==> config.mk <==
export PLATFORM = sky130hd
export DESIGN_NAME = irqSetClrTop
export DESIGN_NICKNAME = d
export VERILOG_FILES = /design/src/rtl/irqSetClrPkg.sv /design/src/rtl/irqSetClrCtrl.sv /design/src/rtl/irqSetClrData.sv /design/src/rtl/irqSetClrTop.sv
export SDC_FILE = /design/constraint.sdc
export NUM_CORES = 1
export LEC_CHECK = 0
export CORE_MARGIN = 5
export CORE_UTILIZATION = 42
export DETAILED_ROUTE_END_ITERATION = 6
export PLACE_DENSITY = 0.81
export SYNTH_ARGS = -nofsm -noshare
export SYNTH_HDL_FRONTEND = slang
export SYNTH_SLANG_ARGS = --single-unit
==> constraint.sdc <==
create_clock -name clk -period 2.3 [get_ports clk]
set_clock_uncertainty 0.15 [all_clocks]
set_input_delay 0.46 -clock clk [delete_from_list [all_inputs] [get_ports clk]]
set_output_delay 0.46 -clock clk [all_outputs]
set_load 0.005 [all_outputs]
==> src/rtl/irqSetClrPkg.sv <==
package irqSetClrPkg;
  localparam int DATA_W = 32;

  localparam logic [7:0] ADDR_EV_SET = 8'h80;
  localparam logic [7:0] ADDR_EV_CLR = 8'h84;
  localparam logic [7:0] ADDR_MK_SET = 8'h88;
  localparam logic [7:0] ADDR_MK_CLR = 8'h8C;

  localparam int BIT_MASTER = 31;
  localparam int BIT_GPIO   = 30;
  localparam int BIT_FATAL  = 24;
  localparam int BIT_BUSRST = 17;
  localparam int BIT_SELFID = 16;
  localparam int BIT_ISORX  = 7;
  localparam int BIT_ISOTX  = 6;

  // mask bits that exist (reserved positions excluded)
  localparam logic [DATA_W-1:0] MASK_VALID  = 32'hC7FB_03FF;
  // event bits that are stored (no master, no live summary bits)
  localparam logic [DATA_W-1:0] EV_LATCHED  = 32'h47FB_033F;
  // completion bits held off while an unrecoverable error is pending
  localparam logic [DATA_W-1:0] FATAL_BLOCK = 32'h0000_003F;

  typedef enum logic [1:0] {
    RD_NONE  = 2'd0,
    RD_EVENT = 2'd1,
    RD_MASK  = 2'd2
  } rdSel_e;

  typedef struct packed {
    logic evSet;
    logic evClr;
    logic mkSet;
    logic mkClr;
  } regStrobe_t;
endpackage

==> src/rtl/irqSetClrCtrl.sv <==
module irqSetClrCtrl
  import irqSetClrPkg::*;
#(
  parameter int ADDR_W = 8
) (
  input  logic              clk,
  input  logic              rstN,
  input  logic              busWrEn,
  input  logic [ADDR_W-1:0] busAddr,
  output regStrobe_t        stb,
  output rdSel_e            rdSel
);
  logic hitEvSet, hitEvClr, hitMkSet, hitMkClr;

  assign hitEvSet = (busAddr == ADDR_W'(ADDR_EV_SET));
  assign hitEvClr = (busAddr == ADDR_W'(ADDR_EV_CLR));
  assign hitMkSet = (busAddr == ADDR_W'(ADDR_MK_SET));
  assign hitMkClr = (busAddr == ADDR_W'(ADDR_MK_CLR));

  always_comb begin
    stb.evSet = busWrEn & hitEvSet;
    stb.evClr = busWrEn & hitEvClr;
    stb.mkSet = busWrEn & hitMkSet;
    stb.mkClr = busWrEn & hitMkClr;
  end

  always_comb begin
    if (hitEvSet || hitEvClr)      rdSel = RD_EVENT;
    else if (hitMkSet || hitMkClr) rdSel = RD_MASK;
    else                           rdSel = RD_NONE;
  end

  AST_ONE_STROBE: assert property (@(posedge clk) disable iff (!rstN)
    $onehot0({stb.evSet, stb.evClr, stb.mkSet, stb.mkClr}) && (busWrEn || (stb == '0)))
    else $error("more than one register strobe");
endmodule

==> src/rtl/irqSetClrData.sv <==
module irqSetClrData
  import irqSetClrPkg::*;
#(
  parameter int ISO_CTX = 4
) (
  input  logic               clk,
  input  logic               rstN,
  input  regStrobe_t         stb,
  input  rdSel_e             rdSel,
  input  logic [DATA_W-1:0]  wrData,
  output logic [DATA_W-1:0]  rdData,
  input  logic [DATA_W-1:0]  hwEvent,
  input  logic [1:0]         gpIrq,
  input  logic [1:0]         gpIrqEn,
  input  logic [ISO_CTX-1:0] isoRxEvt,
  input  logic [ISO_CTX-1:0] isoRxMask,
  input  logic [ISO_CTX-1:0] isoTxEvt,
  input  logic [ISO_CTX-1:0] isoTxMask,
  output logic               irqOut
);
  logic [DATA_W-1:0] eventReg, maskReg, hwPrev;
  logic [DATA_W-1:0] hwSrc, hwRise, hwRiseEff;
  logic [DATA_W-1:0] evSetVec, evClrVec, evNext, evD, mkD, eventView;
  logic              liveRx, liveTx, busRstRising, irqQ, irqD;

  // hardware sources, bit 30 taken from the general-purpose inputs
  always_comb begin
    hwSrc           = hwEvent & EV_LATCHED;
    hwSrc[BIT_GPIO] = |(gpIrq & gpIrqEn);
  end

  assign hwRise    = hwSrc & ~hwPrev;
  assign hwRiseEff = eventReg[BIT_FATAL] ? (hwRise & ~FATAL_BLOCK) : hwRise;

  assign evSetVec = stb.evSet ? wrData : '0;
  assign evClrVec = stb.evClr ? wrData : '0;

  // per-bit next state: stored bits only, reserved and live bits stay 0
  for (genvar b = 0; b < DATA_W; b++) begin : gEvBit
    if (EV_LATCHED[b]) begin : gStore
      assign evNext[b] = (eventReg[b] & ~evClrVec[b]) | evSetVec[b] | hwRiseEff[b];
    end else begin : gNone
      assign evNext[b] = 1'b0;
    end
  end

  assign busRstRising = evNext[BIT_BUSRST] & ~eventReg[BIT_BUSRST];

  always_comb begin
    evD = evNext;
    if (busRstRising) evD[BIT_SELFID] = 1'b0;
  end

  always_comb begin
    mkD = maskReg;
    if (stb.mkClr) mkD = mkD & ~wrData;
    if (stb.mkSet) mkD = mkD | wrData;
    mkD = mkD & MASK_VALID;
  end

  assign liveRx = |(isoRxEvt & isoRxMask);
  assign liveTx = |(isoTxEvt & isoTxMask);

  always_comb begin
    eventView            = eventReg;
    eventView[BIT_ISORX] = liveRx;
    eventView[BIT_ISOTX] = liveTx;
  end

  assign irqD = maskReg[BIT_MASTER] & (|(eventView[BIT_MASTER-1:0] & maskReg[BIT_MASTER-1:0]));

  always_ff @(posedge clk) begin
    if (!rstN) begin
      eventReg <= '0;
      maskReg  <= '0;
      hwPrev   <= '0;
      irqQ     <= 1'b0;
    end else begin
      eventReg <= evD;
      maskReg  <= mkD;
      hwPrev   <= hwSrc;
      irqQ     <= irqD;
    end
  end

  always_comb begin
    unique case (rdSel)
      RD_EVENT: rdData = eventView & maskReg;
      RD_MASK:  rdData = maskReg;
      default:  rdData = '0;
    endcase
  end

  assign irqOut = irqQ;

  AST_NO_SILENT_CLEAR: assert property (@(posedge clk) disable iff (!rstN)
    !stb.evClr |=> ((($past(eventReg) & ~eventReg) & ~(DATA_W'(1) << BIT_SELFID)) == '0))
    else $error("event bit dropped without clear");

  AST_EDGE_STICKS: assert property (@(posedge clk) disable iff (!rstN)
    ((hwRiseEff & ~(DATA_W'(1) << BIT_SELFID)) != '0)
      |=> ((eventReg & $past(hwRiseEff & ~(DATA_W'(1) << BIT_SELFID)))
           == $past(hwRiseEff & ~(DATA_W'(1) << BIT_SELFID))))
    else $error("hardware edge lost");

  AST_BUSRST_SELFID: assert property (@(posedge clk) disable iff (!rstN)
    $rose(eventReg[BIT_BUSRST]) |-> !eventReg[BIT_SELFID])
    else $error("self-ID complete kept across bus reset");

  AST_FATAL_HOLDS: assert property (@(posedge clk) disable iff (!rstN)
    (eventReg[BIT_FATAL] && !stb.evSet)
      |=> ((eventReg[5:0] & ~$past(eventReg[5:0])) == 6'd0))
    else $error("completion set during unrecoverable error");

  AST_MASTER_GATE: assert property (@(posedge clk) disable iff (!rstN)
    !maskReg[BIT_MASTER] |=> !irqOut)
    else $error("interrupt with master disabled");
endmodule

==> src/rtl/irqSetClrTop.sv <==
module irqSetClrTop
  import irqSetClrPkg::*;
#(
  parameter int ADDR_W  = 8,
  parameter int ISO_CTX = 4
) (
  input  logic               clk,
  input  logic               rstN,
  input  logic               busWrEn,
  input  logic [ADDR_W-1:0]  busAddr,
  input  logic [31:0]        busWrData,
  output logic [31:0]        busRdData,
  input  logic [31:0]        hwEvent,
  input  logic [1:0]         gpIrq,
  input  logic [1:0]         gpIrqEn,
  input  logic [ISO_CTX-1:0] isoRxEvt,
  input  logic [ISO_CTX-1:0] isoRxMask,
  input  logic [ISO_CTX-1:0] isoTxEvt,
  input  logic [ISO_CTX-1:0] isoTxMask,
  output logic               irqOut
);
  regStrobe_t stb;
  rdSel_e     rdSel;

  irqSetClrCtrl #(.ADDR_W(ADDR_W)) ctrl_i (
    .clk     (clk),
    .rstN    (rstN),
    .busWrEn (busWrEn),
    .busAddr (busAddr),
    .stb     (stb),
    .rdSel   (rdSel)
  );

  irqSetClrData #(.ISO_CTX(ISO_CTX)) data_i (
    .clk       (clk),
    .rstN      (rstN),
    .stb       (stb),
    .rdSel     (rdSel),
    .wrData    (busWrData),
    .rdData    (busRdData),
    .hwEvent   (hwEvent),
    .gpIrq     (gpIrq),
    .gpIrqEn   (gpIrqEn),
    .isoRxEvt  (isoRxEvt),
    .isoRxMask (isoRxMask),
    .isoTxEvt  (isoTxEvt),
    .isoTxMask (isoTxMask),
    .irqOut    (irqOut)
  );
endmodule

# --- Word level (Yosys, flattened, before mapping) ---
# Index checks and enable logic that the tools add are counted.
word_totals:
  latchBits: 0
  romBits: 0
  regBits: 84
  memories: 0
  elab_cells: 122
  input_bits: 95
  ramBits: 0
  output_inout_bits: 33
classes:
  n_mux: 8
  n_reduce_logical: 7
  n_eq_ne: 6
  shifts: 0
  div_mod_pow: 0
  bitwise_logic: 94
  n_addsub: 0
  mul: 0
  magnitude_cmp: 0
op_table:
  columns: ["cell", "count"]
  rows:
  - ["32-bit bitwise AND", 2]
  - ["32-bit 2-to-1 mux", 2]
  - ["32-bit case mux with 2 select lines", 1]
  - ["31-bit bitwise AND", 2]
  - ["31-bit 2-to-1 mux", 2]
  - ["1-bit bitwise OR", 38]
  - ["8-bit == test, second input constant", 4]
  - ["32-bit inverter", 1]
  - ["32-bit bitwise OR", 1]
  - ["31-bit inverter", 1]
  - ["31-bit OR reduction", 1]
  - ["1-bit bitwise AND", 25]
  - ["1-bit inverter", 21]
  - ["4-bit bitwise AND", 2]
  - ["4-bit OR reduction", 2]
  - ["6-bit 2-to-1 mux", 1]
  - ["2-bit 2-to-1 mux", 2]
  - ["2-bit OR reduction", 2]
  - ["2-bit bitwise AND", 1]
  - ["2-bit by 1-bit == test with 1-bit output, second input constant", 1]
  - ["2-bit == test, second input constant", 1]
  - ["1-bit logical OR", 2]

# --- Longest topological paths before layout ---
# Gate-level depths: netlist of the first run.
logic_depth:
  word_depth: 9
  ltp_mapped: 6
  ltp_nobuf: 4

# --- Hierarchy ---
# Synthesis of the first run repeated with hierarchy kept, for this count alone.
unflattened:
  cells_unflattened: 341
  area_unflattened_um2: 2939.1
modules_own_cells:
  columns: ["module", "cells_each", "instances", "area_per_inst_um2", "seq_area_each_um2"]
  rows:
  - ["irqSetClrData", 329, 1, 2870.3, 1221.2]
  - ["irqSetClrCtrl", 12, 1, 68.8, 0.0]

# --- Worst setup path before layout of the first run ---
# No wires, ideal clock.
synth_path:
  path_kind: "input-to-output"
  start: "in busAddr[5]"
  end: "out busRdData[17]"
  path_slack_ns: 0.153
  arrival_ns: 1.537
  n_path_buf: 2
  required_time_ns: 1.690
  cell_stages: 5
  cell_sequence: "nor4b_4 -> buf_2 -> nand2_1 -> clkbuf_1 -> nor2_1"
synth_between:
  elab_chain_cells: 6
  elab_cells_between_ends: 11
  classes_between: "eq/ne (6); mux (3); reduce/logical (2)"
synth_rtl:
  columns: ["element", "line_no", "source"]
  rows:
  - ["start: declaration", "irqSetClrTop.sv:10", "input logic [ADDR_W-1:0] busAddr,"]
  - ["8-bit == test, on equally long branches", "irqSetClrCtrl.sv:17, irqSetClrCtrl.sv:18", null]
  - ["1-bit logical OR", "irqSetClrCtrl.sv:29", "else if (hitMkSet || hitMkClr) rdSel = RD_MASK;"]
  - ["2-bit 2-to-1 mux", "irqSetClrCtrl.sv:29", null]
  - ["2-bit 2-to-1 mux *", "irqSetClrCtrl.sv:28", "if (hitEvSet || hitEvClr) rdSel = RD_EVENT;"]
  - ["2-bit == test or 2-bit by 1-bit == test with 1-bit output (tied branches)", "irqSetClrData.sv:87", "unique case (rdSel)"]
  - ["32-bit case mux with 2 select lines *", "irqSetClrData.sv:87", null]
  - ["end: declaration", "irqSetClrTop.sv:12", "output logic [31:0] busRdData,"]
# Every way passes the cells marked *; elsewhere a longest branch is shown, timed or not.

# --- Worst setup path after layout of the first run ---
layout_path:
  start: "in isoTxMask[1]"
  end: "out busRdData[6]"
layout_between:
  elab_chain_cells: 4
layout_rtl:
  columns: ["element", "line_no", "source"]
  rows:
  - ["start: declaration", "irqSetClrTop.sv:19", "input logic [ISO_CTX-1:0] isoTxMask,"]
  - ["4-bit bitwise AND", "irqSetClrData.sv:62", "assign liveTx = |(isoTxEvt & isoTxMask);"]
  - ["4-bit OR reduction", "irqSetClrData.sv:62", null]
  - ["32-bit bitwise AND", "irqSetClrData.sv:88", "RD_EVENT: rdData = eventView & maskReg;"]
  - ["32-bit case mux with 2 select lines", "irqSetClrData.sv:87", null]
# Every way passes these cells.

==> results.md, run 1 <==
* Clock period minus final worst setup slack at roughly 2300 ps
* Commonest cells after routing, fill and taps aside: sky130_fd_sc_hd__clkdlybuf4s50_1 (65), sky130_fd_sc_hd__dfxtp_1 (61), sky130_fd_sc_hd__nand3_1 (33), sky130_fd_sc_hd__buf_4 (29), sky130_fd_sc_hd__a21oi_1 (22)
* Number of I/O port buffers at 93
* Worst Hold Slack at approximately 320 ps
* Number of placement rows at 30
* CTS tree: done
* Library cell contributing the largest single delay on the critical path: sky130_fd_sc_hd__clkdlybuf4s50_1
* Top cell type by total area after synthesis: sky130_fd_sc_hd__dfxtp_1
* Boundary Pins at roughly 130
* Achievable frequency at between 0.4 and 0.5 GHz
* Antenna violation net count after detailed routing at 0
* Static power due to leakage at around 1.9 nW
* Multiplexer fraction of the synthesized cell area at 0.0564
* Global-route wire length before repair at between 10000 and 15000 µm
* Die Span X at roughly 92 µm
* Internal cell power at roughly 1.7 mW
* Yosys Warn Count at 0
* Clock input transition at the sequential cells of the worst setup and hold paths at ~70 ps
* Synth top area share at 0.430
* Maximum number of pins on one net before global-route repair at 38
* WP depth at 5
* Outcome: finished, final reports clean
* Category of cells accounting for the largest share of critical-path delay: buffers and inverters
* Num Clock Sinks at approximately 60
* Initial Utilization at 0.425
* Sequential power share at 0.505
* Clock root buffer: sky130_fd_sc_hd__clkbuf_8
* # DRC at 0
* Detailed placer's ending HPWL at around 6000 µm
* Worst min-delay path category: flip-flop to flip-flop
* Multi-input logic area at between 1500 and 2000 µm²
* Combinational family with the most area after synthesis: simple AND/OR/NAND/NOR gates
* Worst Path Max Fanout at 2
* Per-instance average area after synthesis at roughly 8.6 µm²
* Number of violations of the max-capacitance limit at 0
* Total of fill cells in the finished design at 584
* Diodes inserted at 0
* Area of the mapped netlist at around 2800 µm²
* Post-route total power at ~2.2 mW
* Global placement routability congestion at between 0.8 and 0.9
* Post-synthesis sequential element count at 61
* Layout Utilization at 0.626
* Bufs on Longest Clock Path at 2
* Unrepaired setup endpoints after global routing: true
* Relative area change from synthesis to final layout at 47.2%
* Largest cells by area after synthesis: sky130_fd_sc_hd__dfxtp_1 (43%), sky130_fd_sc_hd__nand3_1 (5.8%), sky130_fd_sc_hd__mux2i_1 (5.6%)
* Storage cell area at 1220 µm²
* Final Max Tran Viols at 0
* Complex-gate fraction of the synthesized area at 0.207
* Die Outline Area at 8510 µm²
* Basic-gate share of the synthesized area counting and, or, nand and nor cells at 0.239
* Critical path type: input port to primary output
* Post-Synth Adder-Cell Area at 0
* Worst vdd rail ir drop at 0.000319 V
* Number of antenna violations at the first check in global routing at 0
* Critical path data arrival time at 1640 ps
* Worst relative slew slack at 0.648
* Switching share of total power at 0.254
* Worst stage delay on the critical path at between 400 and 500 ps
* Number of buffers created by CTS at 9
* Pre-Repair DR Iteration Count at 5
* Transition time at the pin with the least slew margin at about 530 ps
* Sort of element at the start of the critical path: input port
* XOR/XNOR share of the synthesized area at 0
* Initial drt markers at approximately 180
* Hold Vio Cnt, Final at 0
* Vias at about 2900
* Synth Instances at 330
* Number of global-route vias before repair at ~2700
* Fraction of power consumed by the clock network at 0.357
* Post-route clock period utilization at 0.979
* Area of the core at approximately 6700 µm²
* Comb pwr share at 0.138
* Latest clock arrival within the worst-skew pair at between 300 and 400 ps
* Count of endpoints failing setup in the final report at 0
* DIE HEIGHT at between 90 and 100 µm
* P per Cell Area at 534 nW/µm²
* Routed wire length per instance at 16.2 µm
* Number of library cell types mapped by synthesis at 33
* Most common library cell in the layout ignoring fill and taps: sky130_fd_sc_hd__clkdlybuf4s50_1
* Share of layout cells above drive strength 1 at 0.188
* Ordered cell list for the critical path: clkdlybuf4s50_1, a22oi_1, nand2_1, o211a_1, dlygate4sd2_1
* Net total in the final layout at ~540
* Required time worst endpoint at around 1700 ps
* GR Overflow Total at 0
* Total wire length at approximately 8600 µm
* Number of vias per cell after detailed routing at 5.48
* Global-route usage over all layers at 0.202
* Switching pwr at between 0.5 and 0.6 mW
* Sequential-to-total area share from yosys stat at 0.430
* Depth of the worst hold-timing path at 2
* Type of element capturing the critical path: primary output
* # H-tree levels at 3
* Number of cells traversed by the worst register-to-register path at 5
* Crit path buffers/inverters at 2
## power groups by stage
stage / combinational (mW) / sequential (mW) / clock, mW
global route: 0.333 / 1.13 / 0.862
finish: 0.308 / 1.13 / 0.796
global placement: 0.291 / 1.15 / 0
CTS: 0.301 / 1.13 / 0.812
detailed placement: 0.297 / 1.15 / 0
floorplan: 0.121 / 1.14 / 0
## cell families (layout without fill, tap and decap cells)
family,Yosys count,count (layout)
AOI/OAI and AO/OA,90,90
DFF,61,61
other,1,10
buffers and inverters,36,148
muxes,16,16
and+or+nand+nor,126,126
## path summary, 6_finish.rpt
path                         to  slack [ps]                 from
hold reg to reg   data_i.irqOut         320            flip-flop
hold / removal    data_i.irqOut         320            flip-flop
setup reg to reg  data_i.irqOut         790  data_i.eventReg[24]
setup / recovery   busRdData[6]          50         isoTxMask[1]
## worst register-to-register path: stages (launching register included)
cell	delay, ps
sky130_fd_sc_hd__dfxtp_1	310
sky130_fd_sc_hd__buf_4	170
sky130_fd_sc_hd__a22oi_1	200
sky130_fd_sc_hd__nand4_1	150
sky130_fd_sc_hd__a221oi_1	280
sky130_fd_sc_hd__a31oi_1	120
## per-layer routing
layer / share of wire / wire, µm / global-route usage
met2: 0.48 / 4160 / 0.344
met3: 0.096 / 829 / 0.0771
met5: 0 / 0 / 0
met1: 0.40 / 3420 / 0.233
met4: 0.026 / 221 / 0.0656
## metrics by stage
step	cell area, µm²	worst slack, ps	setup TNS, ps	std cells
after global routing	4180	-30.6	-59.8	531
after detailed placement	3930	-579	-18380	503
after global placement	3930	-541	-16570	503
after floorplan	2870	153	0	339
after CTS	4170	12.6	0	529
final	4180	47.5	0	531
## cell usage after synthesis, drive strengths merged
| cell type | instances |
|---|---|
| dfxtp | 61 |
| nand3 | 33 |
| nor2 | 30 |
| a21oi | 22 |
| and2 | 20 |
| o21ai | 19 |
| buf | 18 |
| and3 | 17 |
| a21o | 16 |
| mux2i | 16 |
| clkbuf | 15 |
| a22oi | 13 |
| nand2 | 10 |
| nand2b | 10 |
| a311oi | 6 |
| a31oi | 5 |
| inv | 3 |
| and4 | 2 |
| nor4b | 2 |
| o211a | 2 |
| o21a | 2 |
| a221oi | 1 |
| a222oi | 1 |
| a41oi | 1 |
| conb | 1 |
| nand4 | 1 |
| nor2b | 1 |
| o221a | 1 |
| o22ai | 1 |
## final cells by class
class | instances | share of cell area
Multi-Input combinational cell | 242 | 0.362
Sequential cell | 61 | 0.292
Timing Repair Buffer | 129 | 0.281
Clock buffer | 11 | 0.0314
Tap cell | 80 | 0.0239
Clock inverter | 5 | 0.00658
Inverter | 3 | 0.00269
## timing repair
action / in CTS / in global routing
hold buffers: 0 / 0
buffers inserted: 11 / 2
pin swaps: 6 / 3
setup endpoints to repair: 22 / 14
resized for setup: 84 / 19
hold endpoints to repair: 0 / 0
Power figures use the tool's default switching activity.
==> run 2: changes to the inputs <==
==> constraint.sdc (replaced) <==
create_clock -name clk -period 2.25 [get_ports clk]
set_clock_uncertainty 0.15 [all_clocks]
set_input_delay 0.45 -clock clk [delete_from_list [all_inputs] [get_ports clk]]
set_output_delay 0.45 -clock clk [all_outputs]
set_load 0.005 [all_outputs]
==> results.md, run 2 (synthesis results as in run 1) <==
* Clock period minus final worst setup slack at approximately 2200 ps
* Number of placement rows at 30 (unchanged)
* Number of global-route vias before repair at 2794 (+2.3%)
* DIE HEIGHT at 92.2 µm (unchanged)
* Latest clock arrival within the worst-skew pair at 340 ps (about the same)
* Commonest cells after routing, fill and taps aside: sky130_fd_sc_hd__clkdlybuf4s50_1 (64), sky130_fd_sc_hd__dfxtp_1 (61), sky130_fd_sc_hd__nand3_1 (33), sky130_fd_sc_hd__buf_4 (25)
* Antenna violation net count after detailed routing at 0 (unchanged)
* Cell area after layout at 4230 µm² (+1.3%)
* Diodes inserted at 0 (unchanged)
* Number of cells traversed by the worst register-to-register path at 5 (unchanged)
* End point of the most critical hold path: data_i.irqOut
* Number of violations of the max-capacitance limit at 0 (unchanged)
* Worst vdd rail ir drop at 0.000492 V (+54%)
* Worst relative slew slack at 0.635 (-0.0136)
* Boundary Pins at 128 (unchanged)
* Worst Path Max Fanout at 3 (+1)
* Setup slack on the worst flop-to-flop path at 710 ps (-80 ps)
* Global placement routability congestion at 0.801 (-1.1%)
* Number of vias per cell after detailed routing at 5.58 (+1.7%)
* Die Outline Area at 8510 µm² (unchanged)
* Storage cell area at 1220 µm² (unchanged)
* Routed wire length per instance at 17.5 µm (+7.6%)
* Bufs on Longest Clock Path at 2 (unchanged)
* Initial drt markers at 252 (+37%)
* Relative area change from synthesis to final layout at 49.0%
* CTS tree: done
* Total wire length at 9270 µm (+7.4%)
* Unrepaired setup endpoints after global routing: false
* Global-route wire length before repair at 14000 µm (+3.1%)
* Critical path type: input port to primary output
* Pre-Repair DR Iteration Count at 5 (unchanged)
* Hold Vio Cnt, Final at 0 (unchanged)
* Final Max Tran Viols at 0 (unchanged)
* Worst min-delay path category: flip-flop to flip-flop
* Sort of element at the start of the critical path: input port
* Num Clock Sinks at 61 (unchanged)
* Initial Utilization at 0.425 (unchanged)
* Critical path data arrival time at 1590 ps (-50 ps)
* Number of I/O port buffers at 93 (unchanged)
* Net total in the final layout at 540 (-0.18%)
* Clock root buffer: sky130_fd_sc_hd__clkbuf_8
* Number of buffers created by CTS at 9 (unchanged)
* Required time worst endpoint at 1650 ps (-40 ps)
* Maximum number of pins on one net before global-route repair at 38 (unchanged)
* Type of element capturing the critical path: primary output
* Post-route clock period utilization at 0.974
* Static power due to leakage at 1.97 nW (+2.9%)
* Detailed placer's ending HPWL at 6150 µm (-0.39%)
* Area of the core at 6680 µm² (unchanged)
* Most common library cell in the layout ignoring fill and taps: sky130_fd_sc_hd__clkdlybuf4s50_1
* Capture point of the worst reg-to-reg path: data_i.irqOut
* # DRC at 0 (unchanged)
* Placement-stage cell area at 3930 µm² (unchanged)
* Die Span X at 92.2 µm (unchanged)
* Number of antenna violations at the first check in global routing at 0 (unchanged)
* Post-route total power at 2.58 mW (+16%)
* Multi-input logic area at 1520 µm² (about the same)
* Transition time at the pin with the least slew margin at 548 ps (+20.4 ps)
* Global-route usage over all layers at 0.208 (+0.00534)
* Filler-free cell count of the finished design at 530 (-0.19%)
* GR Overflow Total at 0 (unchanged)
* Number of placed cells counting well taps at 503 (unchanged)
* P per Cell Area at 610 nW/µm² (+14%)
* Count of endpoints failing setup in the final report at 0 (unchanged)
* Achievable frequency at ~0.46 GHz
* Vias at 2955 (+1.5%)
* Total of fill cells in the finished design at 579 (-0.86%)
* Share of layout cells above drive strength 1 at 0.196 (+0.00709)
* # H-tree levels at 3 (unchanged)
* Depth of the worst hold-timing path at 2 (unchanged)
* Clock input transition at the sequential cells of the worst setup and hold paths at 70 ps (about the same)
* Reg-to-reg critical path startpoint: data_i.eventReg[24]
* Outcome: finished, final reports clean
run 2: timing repair:
action | 4_1_cts | 5_1_grt
setup buffers | 9 | 0
gates resized for setup | 103 | 19
endpoints found under the setup margin | 23 | 30
hold buffers | 0 | 0
gates cloned | 1 | 1
pin swaps | 6 | 3
run 2: critical path: stages:
cell                            delay (ps)
sky130_fd_sc_hd__dlygate4sd2_1         200
sky130_fd_sc_hd__nor4b_4               260
sky130_fd_sc_hd__buf_4                 170
sky130_fd_sc_hd__and2_4                150
sky130_fd_sc_hd__buf_6                 100
sky130_fd_sc_hd__and3_4                170
sky130_fd_sc_hd__buf_6                  90
run 2: where the power goes:
group          internal [mW]  switching, mW
Sequential              1.13         0.0261
Combinational          0.183          0.136
Clock                  0.686          0.425
Total                   1.99          0.587
run 2: worst max-delay path by stage:
stage               startpoint       endpoint  slack (ps)  depth (start not counted)
floorplan           busAddr[5]  busRdData[17]         120                          5
global placement    busAddr[5]  busRdData[26]        -560                          6
detailed placement  busAddr[5]   busRdData[0]        -580                          6
CTS                 busAddr[1]   busRdData[0]           4                          7
global route        busAddr[7]  busRdData[31]           8                          7
finish              busAddr[7]  busRdData[31]          60                          7
run 2: layout make-up:
cell class,count,share of cell area
Clock inverter,3,0.0160
Timing Repair Buffer,128,0.273
Multi-Input combinational cell,242,0.358
Clock buffer,13,0.0375
Inverter,3,0.00266
Tap cell,80,0.0236
Sequential cell,61,0.289
run 2: metrics by stage:
step | setup TNS, ps | setup WS, ps | hold slack [ps] | util
floorplan | 0 | 123 | 270 | -
global placement | -18950 | -557 | 288 | 0.588
detailed placement | -19650 | -582 | 289 | 0.588
CTS | 0 | 3.63 | 305 | 0.626
global route | 0 | 8.11 | 332 | 0.634
finish | 0 | 58.6 | 303 | 0.634
run 2: metal layers:
metal | routed length (µm) | GRT usage | up-vias | share of wire
met2 | 4560 | 0.353 | 127 | 0.49
met4 | 183 | 0.0705 | 0 | 0.020
met3 | 805 | 0.0681 | 17 | 0.087
met5 | 0 | 0 | - | 0
li1 | - | - | 1395 | -
met1 | 3720 | 0.245 | 1416 | 0.40
==> run 3: changes to the inputs <==
--- a/config.mk
+++ b/config.mk
@@ -6,9 +6,11 @@
 export NUM_CORES = 1
 export LEC_CHECK = 0
 export CORE_MARGIN = 5
-export CORE_UTILIZATION = 42
+export CORE_UTILIZATION = 43
+export CTS_BUF_LIST = sky130_fd_sc_hd__clkbuf_4
 export DETAILED_ROUTE_END_ITERATION = 6
-export PLACE_DENSITY = 0.81
+export PLACE_DENSITY = 0.82
+export SETUP_SLACK_MARGIN = 0.4
 export SYNTH_ARGS = -nofsm -noshare
 export SYNTH_HDL_FRONTEND = slang
 export SYNTH_SLANG_ARGS = --single-unit
==> results.md, run 3 (synthesis results as in run 1) <==
* Antenna violation net count after detailed routing at 0 (unchanged)
* Hold Vio Cnt, Final at 0 (unchanged)
* # H-tree levels at 3 (unchanged)
* Number of global-route vias before repair at 3052 (+9.2%)
* Achievable frequency at 0.478 GHz (+4.7%)
* Worst Path Max Fanout at 3 (unchanged)
* Critical path type: input port to primary output
* CTS tree: done
* Bufs on Longest Clock Path at 2 (unchanged)
* Ordered cell list for the critical path: buf_6, nor4b_4, buf_6, and2_4, buf_6, and3_4, buf_6
* Post-route total power at 2.26 mW (-12%)
* Post-route clock period utilization at 0.930 (-0.0441)
* Critical path data arrival time at 1490 ps (-100 ps)
* Final Max Tran Viols at 0 (unchanged)
* Die Outline Area at 8330 µm² (-2.1%)
* Outcome: finished, final reports clean
* Number of I/O port buffers at 93 (unchanged)
* Net total in the final layout at 556 (+3.0%)
* Clock root buffer: sky130_fd_sc_hd__clkbuf_4
* Setup slack on the worst flop-to-flop path at 640 ps (-70 ps)
* Number of placement rows at 29 (-3.3%)
* Maximum number of pins on one net before global-route repair at 21 (-45%)
* Library cell contributing the largest single delay on the critical path: sky130_fd_sc_hd__nor4b_4
* Diodes inserted at 0 (unchanged)
* Clock period minus final worst setup slack at 2090 ps (-99.3 ps)
* Number of buffers created by CTS at 9 (unchanged)
* P per Cell Area at 502 nW/µm² (-18%)
* Share of layout cells above drive strength 1 at 0.290 (+0.0941)
* GR Overflow Total at 0 (unchanged)
* Detailed placer's ending HPWL at 6200 µm (+0.93%)
* Routed wire length per instance at 18.3 µm (+4.7%)
* Placement-stage cell area at 3960 µm² (+0.64%)
* Die Span X at 91.3 µm (-1.0%)
* Type of element capturing the critical path: primary output
* Vias at 3041 (+2.9%)
* Count of endpoints failing setup in the final report at 0 (unchanged)
* Commonest cells after routing, fill and taps aside: sky130_fd_sc_hd__dfxtp_1 (60), sky130_fd_sc_hd__clkdlybuf4s50_1 (47), sky130_fd_sc_hd__nand3_1 (33), sky130_fd_sc_hd__buf_4 (29), sky130_fd_sc_hd__buf_2 (23)
* Clock input transition at the sequential cells of the worst setup and hold paths at 100 ps (+30 ps)
* Switching share of total power at 0.259 (+0.0313)
* Global-route wire length before repair at 15600 µm (+12%)
* Required time worst endpoint at 1650 ps (about the same)
* # DRC at 0 (unchanged)
* Boundary Pins at 128 (unchanged)
* Static power due to leakage at 2.07 nW (+4.9%)
* Initial Utilization at 0.445 (+0.0197)
* Relative area change from synthesis to final layout at 58.6%
* Worst min-delay path category: flip-flop to flip-flop
* Num Clock Sinks at 61 (unchanged)
* Crit path buffers/inverters at 4 (unchanged)
* Number of vias per cell after detailed routing at 5.60 (+0.45%)
* Number of antenna violations at the first check in global routing at 0 (unchanged)
* Global-route usage over all layers at 0.234 (+0.0268)
* Worst vdd rail ir drop at 0.000406 V (-17%)
* Unrepaired setup endpoints after global routing: true
* Transition time at the pin with the least slew margin at 537 ps (-10.9 ps)
* Most frequent cell on the critical path: sky130_fd_sc_hd__buf_6
* Initial drt markers at 201 (-20%)
* Area of the core at 6390 µm² (-4.4%)
* Category of cells accounting for the largest share of critical-path delay: simple AND/OR/NAND/NOR gates
* Number of hold buffers added after cts at 0 (unchanged)
* Number of violations of the max-capacitance limit at 0 (unchanged)
* Pre-Repair DR Iteration Count at 5 (unchanged)
* Sort of element at the start of the critical path: input port
* Global placement routability congestion at 0.824 (+2.8%)
* Switching pwr at 0.586 mW (-0.23%)
* Total wire length at 9940 µm (+7.2%)
* Worst relative slew slack at 0.642 (+0.00726)
* Worst stage delay on the critical path at 270 ps (about the same)
* Comb pwr share at 0.166 (+0.043)
* Most common library cell in the layout ignoring fill and taps: sky130_fd_sc_hd__dfxtp_1
* Cell area after layout at 4510 µm² (+6.4%)
* DIE HEIGHT at 91.3 µm (-1.0%)
* Fraction of power consumed by the clock network at 0.325 (-0.105)
* Latest clock arrival within the worst-skew pair at 410 ps (+70 ps)
* Sequential power share at 0.510 (+0.064)
* Internal cell power at 1.68 mW (-16%)
-- run 3: power groups by stage --
stage / Combinational (mW) / Sequential, mW / Clock [mW]
floorplan: 0.125 / 1.17 / 0
global placement: 0.305 / 1.17 / 0
detailed placement: 0.312 / 1.18 / 0
CTS: 0.362 / 1.15 / 0.753
global route: 0.402 / 1.16 / 0.804
finish: 0.375 / 1.15 / 0.735
-- run 3: stage by stage --
step | cells | hold slack, ps | util | TNS (ps) | worst slack (ps)
2_1_floorplan | 339 | 270 | - | 0 | 310
5_1_grt | 543 | 360 | 0.706 | 0 | 107
3_3_place_gp | 500 | 291 | 0.620 | -19840 | -546
6_report | 543 | 332 | 0.706 | 0 | 158
4_1_cts | 538 | 314 | 0.687 | 0 | 189
3_5_place_dp | 500 | 300 | 0.620 | -23000 | -605
-- run 3: path summary, 6_finish.rpt --
check                 startpoint  cells past startpoint       endpoint
max                   busAddr[5]                      7  busRdData[31]
min                    flip-flop                      2  data_i.irqOut
max reg2reg  data_i.eventReg[24]                      5  data_i.irqOut
min reg2reg            flip-flop                      2  data_i.irqOut
-- run 3: area by class of cell --
| cell class | instances | area [µm²] |
|---|---|---|
| Multi-Input combinational cell | 245 | 1700 |
| Inverter | 3 | 11.3 |
| Clock inverter | 6 | 53.8 |
| Timing Repair Buffer | 141 | 1350 |
| Sequential cell | 61 | 1220 |
| Tap cell | 77 | 96.3 |
| Fill cell | 490 | 1880 |
| Clock buffer | 10 | 75.1 |
-- run 3: worst register-to-register path, cell delays in order (launching register included) --
cell and delay [ps]:
sky130_fd_sc_hd__dfxtp_1 330, sky130_fd_sc_hd__buf_4 170, sky130_fd_sc_hd__a22oi_1 270, sky130_fd_sc_hd__nand4_1 210, sky130_fd_sc_hd__a221oi_4 250, sky130_fd_sc_hd__a31oi_1 120
-- run 3: routing by layer --
layer	part of all wire	wire length, µm	GRT usage
met1	0.39	3920	0.284
met2	0.49	4860	0.384
met3	0.10	999	0.0950
met4	0.016	158	0.0648
met5	0	0	0
-- run 3: what timing repair did --
item,CTS,global route
cloned,6,2
gates resized for setup,188,48
buffers inserted,16,3
endpoints found under the setup margin,62,49
pin swaps,34,16
